==> src/rtl/gpio_bank_pkg.sv <==
// Package: shared types, field layout and detect decoding for the GPIO bank.
// Assumes the control word keeps its behavioural fields in bits 16:0.
package gpio_bank_pkg;

    localparam int NALT   = 7;
    localparam int WORD_W = 32;
    localparam int CFG_W  = 17;

    // Power select codes (only OFF has modelled behaviour).
    localparam logic [1:0] PWR_OFF = 2'd2;

    // Interrupt detect codes; every other value behaves as DET_OFF.
    typedef enum logic [3:0] {
        DET_LOW  = 4'd0,
        DET_HIGH = 4'd1,
        DET_OFF  = 4'd4,
        DET_RISE = 4'd13,
        DET_FALL = 4'd14,
        DET_BOTH = 4'd15
    } det_mode_e;

    // Stored writable part of a control word, bit 16 down to bit 0.
    typedef struct packed {
        logic       out_val;   // 16
        logic       in_off;    // 15
        logic [2:0] fsel;      // 14:12
        logic       alt_inv;   // 11
        logic       par_own;   // 10
        logic       drv_dir;   // 9
        logic       open_drn;  // 8
        logic [3:0] irq_mode;  // 7:4
        logic [1:0] pwr_sel;   // 3:2
        logic [1:0] pull_sel;  // 1:0
    } pin_cfg_t;

    // Behavioural controls handed from the register file to a pin slice.
    typedef struct packed {
        logic       out_val;
        logic       in_off;
        logic       pwr_off;
        logic [2:0] fsel;
        logic       alt_inv;
        logic       par_own;
        logic       drv_dir;
        logic       open_drn;
        logic [3:0] irq_mode;
    } pin_ctl_t;

    localparam pin_cfg_t CFG_RST = '{irq_mode: DET_OFF, default: '0};

    // Returns 1 when the detect mode fires for the current and previous level.
    function automatic logic det_fire(input logic [3:0] mode, input logic cur,
                                      input logic prv);
        case (mode)
            DET_LOW:  return !cur;
            DET_HIGH: return cur;
            DET_RISE: return cur && !prv;
            DET_FALL: return !cur && prv;
            DET_BOTH: return cur ^ prv;
            default:  return 1'b0;
        endcase
    endfunction

endpackage

==> src/rtl/gpio_sync.sv <==
// Module: two-flop synchroniser for a vector of asynchronous inputs.
// Assumes each bit is sampled independently; no bus coherency is implied.
module gpio_sync #(
    parameter int W = 32
) (
    input  logic         clk,
    input  logic         rst_n,
    input  logic [W-1:0] d_async,
    output logic [W-1:0] q_sync
);

    logic [W-1:0] meta_q;
    logic [W-1:0] sync_q;

    // Two-stage capture with synchronous clear.
    always_ff @(posedge clk) begin
        if (!rst_n) begin
            meta_q <= '0;
            sync_q <= '0;
        end else begin
            meta_q <= d_async;
            sync_q <= meta_q;
        end
    end

    assign q_sync = sync_q;

endmodule

==> src/rtl/gpio_regs.sv <==
// Module: register file for the GPIO bank. Holds per-pin control words,
// the parallel output word, sticky status and interrupt enable.
// Assumes 2 <= NPINS <= 32; reads are combinational, writes land on the edge.
module gpio_regs
    import gpio_bank_pkg::*;
#(
    parameter int NPINS = 32,
    parameter int AW    = $clog2(NPINS + 4)
) (
    input  logic                  clk,
    input  logic                  rst_n,
    input  logic                  bus_sel,
    input  logic                  bus_wr,
    input  logic [AW-1:0]         bus_addr,
    input  logic [WORD_W-1:0]     bus_wdata,
    output logic [WORD_W-1:0]     bus_rdata,
    input  logic [NPINS-1:0]      in_level,
    input  logic [NPINS-1:0]      det_hit,
    output pin_ctl_t [NPINS-1:0]  ctl_o,
    output logic [NPINS-1:0]      par_out_o,
    output logic [NPINS-1:0]      status_o,
    output logic [NPINS-1:0]      inten_o
);

    localparam int           IW        = $clog2(NPINS);
    localparam logic [AW-1:0] A_PAR_IN  = AW'(NPINS);
    localparam logic [AW-1:0] A_PAR_OUT = AW'(NPINS + 1);
    localparam logic [AW-1:0] A_STATUS  = AW'(NPINS + 2);
    localparam logic [AW-1:0] A_ENABLE  = AW'(NPINS + 3);

    pin_cfg_t [NPINS-1:0] cfg_q;
    logic [NPINS-1:0]     par_out_q;
    logic [NPINS-1:0]     status_q;
    logic [NPINS-1:0]     inten_q;
    logic                 wr_en;
    logic [NPINS-1:0]     clr_mask;
    logic [IW-1:0]        pin_idx;

    assign wr_en   = bus_sel && bus_wr;
    assign pin_idx = bus_addr[IW-1:0];

    // Per-pin control words: masked write, reset to the disabled detect code.
    always_ff @(posedge clk) begin
        for (int i = 0; i < NPINS; i++) begin
            if (!rst_n)
                cfg_q[i] <= CFG_RST;
            else if (wr_en && bus_addr == AW'(i))
                cfg_q[i] <= pin_cfg_t'(bus_wdata[CFG_W-1:0]);
        end
    end

    // Bank-wide parallel output and interrupt enable words.
    always_ff @(posedge clk) begin
        if (!rst_n) begin
            par_out_q <= '0;
            inten_q   <= '0;
        end else if (wr_en) begin
            if (bus_addr == A_PAR_OUT) par_out_q <= bus_wdata[NPINS-1:0];
            if (bus_addr == A_ENABLE)  inten_q   <= bus_wdata[NPINS-1:0];
        end
    end

    // Write-one-to-clear mask for the status word.
    always_comb begin
        clr_mask = '0;
        if (wr_en && bus_addr == A_STATUS) clr_mask = bus_wdata[NPINS-1:0];
    end

    // Sticky status: new detections take priority over a clear.
    always_ff @(posedge clk) begin
        if (!rst_n) status_q <= '0;
        else        status_q <= (status_q & ~clr_mask) | det_hit;
    end

    // Read mux; control words return the live gated pad level in bit 24.
    always_comb begin
        bus_rdata = '0;
        if (bus_addr < A_PAR_IN) begin
            bus_rdata[CFG_W-1:0] = cfg_q[pin_idx];
            bus_rdata[24]        = in_level[pin_idx];
        end else begin
            case (bus_addr)
                A_PAR_IN:  bus_rdata = WORD_W'(in_level);
                A_PAR_OUT: bus_rdata = WORD_W'(par_out_q);
                A_STATUS:  bus_rdata = WORD_W'(status_q);
                A_ENABLE:  bus_rdata = WORD_W'(inten_q);
                default:   bus_rdata = '0;
            endcase
        end
    end

    // Hand the behavioural subset of each control word to its pin slice.
    always_comb begin
        for (int i = 0; i < NPINS; i++) begin
            ctl_o[i].out_val  = cfg_q[i].out_val;
            ctl_o[i].in_off   = cfg_q[i].in_off;
            ctl_o[i].pwr_off  = (cfg_q[i].pwr_sel == PWR_OFF);
            ctl_o[i].fsel     = cfg_q[i].fsel;
            ctl_o[i].alt_inv  = cfg_q[i].alt_inv;
            ctl_o[i].par_own  = cfg_q[i].par_own;
            ctl_o[i].drv_dir  = cfg_q[i].drv_dir;
            ctl_o[i].open_drn = cfg_q[i].open_drn;
            ctl_o[i].irq_mode = cfg_q[i].irq_mode;
        end
    end

    assign par_out_o = par_out_q;
    assign status_o  = status_q;
    assign inten_o   = inten_q;

endmodule

==> src/rtl/gpio_pin.sv <==
// Module: one pin slice. Selects GPIO or alternate drive, applies open-drain
// and power-off, gates the synchronised input and evaluates the detect mode.
// Assumes pad_sync is already synchronised to clk.
module gpio_pin
    import gpio_bank_pkg::*;
(
    input  logic            clk,
    input  logic            rst_n,
    input  pin_ctl_t        ctl,
    input  logic            par_bit,
    input  logic [NALT-1:0] alt_do,
    input  logic [NALT-1:0] alt_oe,
    input  logic            pad_sync,
    output logic            pad_out,
    output logic            pad_oe,
    output logic            in_level,
    output logic            alt_di,
    output logic            det_hit
);

    logic [NALT:0] do_tab;
    logic [NALT:0] oe_tab;
    logic          gpio_lvl;
    logic          drv_val;
    logic          drv_en;
    logic          prev_q;

    // Slot 0 of each table is the GPIO source, slots 1..7 the alternates.
    assign gpio_lvl = ctl.par_own ? par_bit : ctl.out_val;
    assign do_tab   = {alt_do, gpio_lvl};
    assign oe_tab   = {alt_oe, ctl.drv_dir};

    // Output selection, polarity, open-drain release and power-off gating.
    always_comb begin
        drv_val = do_tab[ctl.fsel];
        drv_en  = oe_tab[ctl.fsel];
        if (ctl.fsel != 3'd0) drv_val = drv_val ^ ctl.alt_inv;
        if (ctl.open_drn && drv_val) drv_en = 1'b0;
        if (ctl.pwr_off) drv_en = 1'b0;
    end

    assign pad_out  = drv_val;
    assign pad_oe   = drv_en;
    assign in_level = pad_sync && !ctl.in_off && !ctl.pwr_off;
    assign alt_di   = in_level ^ ctl.alt_inv;

    // Previous gated level for edge detection.
    always_ff @(posedge clk) begin
        if (!rst_n) prev_q <= 1'b0;
        else        prev_q <= in_level;
    end

    assign det_hit = det_fire(ctl.irq_mode, in_level, prev_q);

endmodule

==> src/rtl/gpio_bank.sv <==
// Module: top of the GPIO bank. Wires the synchroniser, register file and one
// pin slice per pin; ORs enabled status into a single interrupt.
// Assumes 2 <= NPINS <= 32 and alternate vectors ordered function-major.
module gpio_bank
    import gpio_bank_pkg::*;
#(
    parameter int  NPINS = 32,
    localparam int AW    = $clog2(NPINS + 4)
) (
    input  logic                  clk,
    input  logic                  rst_n,
    input  logic                  bus_sel,
    input  logic                  bus_wr,
    input  logic [AW-1:0]         bus_addr,
    input  logic [31:0]           bus_wdata,
    output logic [31:0]           bus_rdata,
    input  logic [NPINS-1:0]      pad_in,
    output logic [NPINS-1:0]      pad_out,
    output logic [NPINS-1:0]      pad_oe,
    input  logic [NALT*NPINS-1:0] alt_do,
    input  logic [NALT*NPINS-1:0] alt_oe,
    output logic [NPINS-1:0]      alt_di,
    output logic                  irq
);

    pin_ctl_t [NPINS-1:0] pin_ctl;
    logic [NPINS-1:0]     par_out_q;
    logic [NPINS-1:0]     status_q;
    logic [NPINS-1:0]     inten_q;
    logic [NPINS-1:0]     pad_sync;
    logic [NPINS-1:0]     in_level;
    logic [NPINS-1:0]     det_hit;

    gpio_sync #(.W(NPINS)) u_sync (
        .clk     (clk),
        .rst_n   (rst_n),
        .d_async (pad_in),
        .q_sync  (pad_sync)
    );

    gpio_regs #(.NPINS(NPINS), .AW(AW)) u_regs (
        .clk       (clk),
        .rst_n     (rst_n),
        .bus_sel   (bus_sel),
        .bus_wr    (bus_wr),
        .bus_addr  (bus_addr),
        .bus_wdata (bus_wdata),
        .bus_rdata (bus_rdata),
        .in_level  (in_level),
        .det_hit   (det_hit),
        .ctl_o     (pin_ctl),
        .par_out_o (par_out_q),
        .status_o  (status_q),
        .inten_o   (inten_q)
    );

    for (genvar i = 0; i < NPINS; i++) begin : g_pin
        logic [NALT-1:0] pin_do;
        logic [NALT-1:0] pin_oe;

        // Gather this pin's bit from each alternate function vector.
        for (genvar f = 0; f < NALT; f++) begin : g_alt
            assign pin_do[f] = alt_do[f*NPINS + i];
            assign pin_oe[f] = alt_oe[f*NPINS + i];
        end

        gpio_pin u_pin (
            .clk      (clk),
            .rst_n    (rst_n),
            .ctl      (pin_ctl[i]),
            .par_bit  (par_out_q[i]),
            .alt_do   (pin_do),
            .alt_oe   (pin_oe),
            .pad_sync (pad_sync[i]),
            .pad_out  (pad_out[i]),
            .pad_oe   (pad_oe[i]),
            .in_level (in_level[i]),
            .alt_di   (alt_di[i]),
            .det_hit  (det_hit[i])
        );
    end

    assign irq = |(status_q & inten_q);

endmodule

==> config.mk <==
export PLATFORM = sky130hd
export DESIGN_NAME = gpio_bank
export DESIGN_NICKNAME = d
export VERILOG_FILES = /design/src/rtl/gpio_bank_pkg.sv /design/src/rtl/gpio_sync.sv /design/src/rtl/gpio_regs.sv /design/src/rtl/gpio_pin.sv /design/src/rtl/gpio_bank.sv
export SDC_FILE = /design/constraint.sdc
export NUM_CORES = 2
export LEC_CHECK = 0
export BUFFER_PORTS_ARGS = -buffer_cell sky130_fd_sc_hd__buf_4
export CAP_MARGIN = 40
export CORE_MARGIN = 1
export CORE_UTILIZATION = 51
export CTS_CLUSTER_DIAMETER = 120
export DETAILED_ROUTE_END_ITERATION = 7
export PLACE_DENSITY = 0.73
export SETUP_SLACK_MARGIN = 0.3
export SKIP_CTS_REPAIR_TIMING = 1
export SKIP_LAST_GASP = 1
export SYNTH_ARGS = -nofsm -noshare
export SYNTH_HDL_FRONTEND = slang
export SYNTH_SLANG_ARGS = --single-unit
==> constraint.sdc <==
create_clock -name clk -period 3.18 [get_ports clk]
set_clock_uncertainty 0.15 [all_clocks]
set_input_delay 0.318 -clock clk [delete_from_list [all_inputs] [get_ports clk]]
set_output_delay 0.318 -clock clk [all_outputs]
set_load 0.1 [all_outputs]
==> Flow_metrics.wiki <==
{| class="wikitable"
! Metric !! Value
|-
| Result of the run || finished, violations left
|-
| Violated checks || DRC, setup timing
|-
| # DRC || 1
|-
| Final worst slack || -0.0109 ns
|-
| Fmax achieved || 313 MHz
|-
| Antenna violations before repair || 5
|-
| Rel. slew slack || 40.8%
|-
| Fillers || 6225
|-
| Fraction of synthesized cell area taken by the top area cell type || 35.9%
|-
| Global route total overflow || 0
|-
| Post-placement cell count || 5893
|-
| GR Util All Layers || 36.7%
|-
| Chip height || 286 um
|-
| Setup TNS after final layout || -0.0109 ns
|-
| Antenna Cells || 0
|-
| Peak supply drop || 0.315 mV
|-
| Mapped cell area || 41100 um2
|-
| Max Buffers Root-to-Sink || 3
|-
| Clock tree from TritonCTS || yes
|-
| Share of the yosys chip area belonging to registers || 35.9%
|-
| FF-to-FF setup slack || 0.88 ns
|-
| Element type at the critical path start || flop
|-
| CP Capture Type || output port
|-
| Most used DFF post-synth || sky130_fd_sc_hd__dfxtp_1
|-
| Required time of the critical path || 2.71 ns
|-
| GPL Wtd Cong || 1.06
|-
| Synthesized netlist net count || 5108
|-
| Num rows || 103
|-
| Yosys warning total || 0
|-
| Total iterations of the first detailed-routing run || 8
|-
| Transition time of the tightest slew-check pin || 0.886 ns
|-
| Half-perimeter wire length after detailed placement || 111 mm
|-
| First-pass GRT wire length || 227 mm
|-
| Cell type group with the largest total delay on the critical path || multiplexers
|-
| Routed wire length per instance || 25.7 um
|-
| Syn_area_per_cell || 9.08 um2
|-
| Vias after detailed routing || 39200
|-
| CTS root buf || sky130_fd_sc_hd__clkbuf_16
|-
| Unrepaired setup endpoints after global routing || yes
|-
| CP max stage cell || sky130_fd_sc_hd__mux4_2
|-
| Largest stage delay on the critical path || 0.51 ns
|-
| # clock sinks || 736
|-
| CTS buffer count || 79
|-
| Area of the die || 81700 um2
|-
| Number of enable-type register cells in the synthesized netlist || 0
|-
| Power per unit of standard cell area || 392 nW/um2
|-
| Total I/O pin count || 651
|-
| Antenna Nets Post-Route || 0
|-
| Top post-synthesis cells by area || sky130_fd_sc_hd__dfxtp_1 36%, sky130_fd_sc_hd__mux4_2 14%, sky130_fd_sc_hd__mux2i_1 8.8%
|-
| Data arrival time of the critical path || 2.72 ns
|-
| Total wire length after detailed routing || 160 mm
|-
| Proportion of layout cells with a drive suffix above 1 || 34.7%
|-
| Final Hold Viols || 0
|-
| Number of levels the H-tree was split into || 3
|-
| Share of async-settable or async-resettable flops after synthesis || 0%
|-
| Final worst-path cycle share || 100%
|-
| P&R area growth vs syn || 29.1%
|-
| Type of the setup path with the least slack || flop to output port
|-
| Tightest Hold Check Type || input port to flop
|-
| Non-Filler Instances || 6222
|-
| Post-synthesis cell type count || 61
|-
| Via count of the first global-routing pass || 35900
|-
| Max-Cap Viols || 0
|-
| Skew-Pair Late Insertion Delay || 0.66 ns
|-
| DIE WIDTH || 286 um
|-
| Area of the core region || 79400 um2
|-
| Count of final setup violators || 1
|-
| Synthesized instance count || 4522
|-
| Final net count || 5702
|-
| Largest area contributor in the netlist || sky130_fd_sc_hd__dfxtp_1
|-
| Drt initial violations || 5043
|-
| Critical path, cell by cell || nor2b_4 -> nor3b_2 -> buf_4 -> mux4_2 -> mux2i_4 -> a221o_1 -> nand4_1 -> buf_12
|-
| Final min period || 3.19 ns
|-
| Port bufs || 650
|-
| Clock-pin slew on the worst setup and hold paths || 0.06 ns
|-
| Initial core utilization || 51.7%
|-
| Final number of max-transition violations || 0
|-
| Pin count of the biggest net entering global routing || 103
|-
| Post-DR vias/cell || 6.29
|-
| CP Max Fanout || 3
|-
| Worst Path Buf+Inv || 2
|-
| Number of synthesized register bits || 736
|-
| Leakage power || 19.7 nW
|}
-- logic make-up after synthesis --
kind of cell	Yosys count	synth area share [%]
and+or+nand+nor	1561	17.5
buffers and inverters	600	6.94
adders and majority gates	64	1.95
DFF	736	35.9
AOI/OAI and AO/OA	818	12.1
muxes	661	24.0
xor gates and xnor gates	82	1.75
-- flip-flops by register name (all words and copies together) (netlist names) --
register and count:
u_regs.inten_o 32, u_sync.meta_q 32, u_regs.ctl_o 416, u_regs.cfg_q 128, g_pin.u_pin.prev_q 32, u_sync.q_sync 32
u_regs.status_o 32, u_regs.par_out_o 32
-- tightest hold or removal path, delay by kind of cell --
family	cells	cell delay, ns
AOI/OAI and AO/OA	1	0.06
buffers and inverters	1	0.27
and+or+nand+nor	1	0.11
-- worst paths after layout --
path	start	endpoint	cells past startpoint
worst min register to register	u_sync.meta_q[14]	u_sync.q_sync[14]	1
worst min-delay path	bus_wdata[9]	u_regs.inten_o[9]	3
worst max register to register	u_regs.cfg_q[190]	u_regs.status_o[11]	8
worst max-delay path	u_regs.cfg_q[410]	bus_rdata[24]	8
-- final cells by class --
class	count	area, um2	share of cell area [%]
clock inverter	16	126	0.238
timing repair buffer	1025	8930	16.9
multi-input combinational	3186	24800	46.8
clock buffer	121	2370	4.47
sequential	736	15100	28.5
tap	1050	1310	2.48
inverter	88	360	0.680
-- stage by stage --
step / area (um2) / setup slack [ns] / hold WS, ns / util (%) / total power, mW
after detailed placement: 46600 / -0.00549 / 0.268 / 58.7 / 11.7
final: 53000 / -0.0109 / 0.0189 / 66.8 / 20.8
after CTS: 49100 / -0.365 / -0.279 / 61.8 / 20.6
after global placement: 46500 / 0.00557 / 0.264 / 58.6 / 11.7
after floorplan: 41200 / 0.301 / 0.262 / - / 10.7
after global routing: 53000 / -0.0497 / 0.0145 / 66.8 / 21.3
-- cells in the mapped netlist (6+ instances only) --
cell type and number:
sky130_fd_sc_hd__mux4_2 253, sky130_fd_sc_hd__o2111ai_1 10, sky130_fd_sc_hd__o21ai_0 77, sky130_fd_sc_hd__and2_1 104, sky130_fd_sc_hd__xor2_1 31, sky130_fd_sc_hd__dfxtp_1 736, sky130_fd_sc_hd__a211o_1 24, sky130_fd_sc_hd__nor2b_1 62
sky130_fd_sc_hd__buf_2 69, sky130_fd_sc_hd__xnor2_1 51, sky130_fd_sc_hd__ha_1 64, sky130_fd_sc_hd__a21o_1 29, sky130_fd_sc_hd__clkbuf_1 308, sky130_fd_sc_hd__a2111oi_0 7, sky130_fd_sc_hd__nor4_1 17, sky130_fd_sc_hd__a22o_1 17
sky130_fd_sc_hd__mux2i_1 363, sky130_fd_sc_hd__o211ai_1 24, sky130_fd_sc_hd__nor2_4 12, sky130_fd_sc_hd__mux2_2 45, sky130_fd_sc_hd__a22oi_1 37, sky130_fd_sc_hd__nand2b_1 7, sky130_fd_sc_hd__a221oi_1 6, sky130_fd_sc_hd__a21oi_1 430
sky130_fd_sc_hd__buf_6 6, sky130_fd_sc_hd__buf_4 124, sky130_fd_sc_hd__or3b_2 16, sky130_fd_sc_hd__nand3_1 221, sky130_fd_sc_hd__nor2_1 383, sky130_fd_sc_hd__o22ai_1 10, sky130_fd_sc_hd__nor3b_1 34, sky130_fd_sc_hd__inv_1 86
sky130_fd_sc_hd__nand2_1 646, sky130_fd_sc_hd__a211oi_1 96, sky130_fd_sc_hd__a21boi_0 13, sky130_fd_sc_hd__a311oi_1 15, sky130_fd_sc_hd__nor3b_2 8, sky130_fd_sc_hd__nor3_1 21
-- power by group --
group          total [mW]  internal, mW  leakage (nW)  switching [mW]
Combinational        2.46          1.05          12.4            1.41
Sequential           9.28          9.23          6.04          0.0448
Clock                9.06          5.20          1.23            3.87
Total                20.8          15.5          19.7            5.32
-- cells in the final DEF, fill, tap and decap left out, drive strengths merged, types with 6 or more instances in the layout --
cell type and instances:
o21ai 77, clkinv 10, dfxtp 736, buf 943, and2 104, a21oi 430, or3b 16, o211ai 24
a211oi 96, nand2 650, ha 64, mux2 45, mux2i 363, nor2 400, xnor2 51, a22o 17
a221oi 6, nor2b 62, a21o 29, a22oi 37, xor2 31, a311oi 15, nand3 221, o2111ai 10
nor3 26, nand2b 7, a2111oi 7, mux4 253, o22ai 10, a21boi 16, clkbuf 153, nor3b 42
nor4 17, dlygate4sd3 50, inv 92, a211o 24
-- per-layer routing --
metal	vias up	track usage [%]	part of all wire, %
met1	19000	46.7	36
met3	530	9.70	12
met5	-	0	0.025
met2	2561	58.0	46
met4	6	17.7	5.6
li1	17100	-	-
No activity file was read; power rests on OpenSTA's default activity.
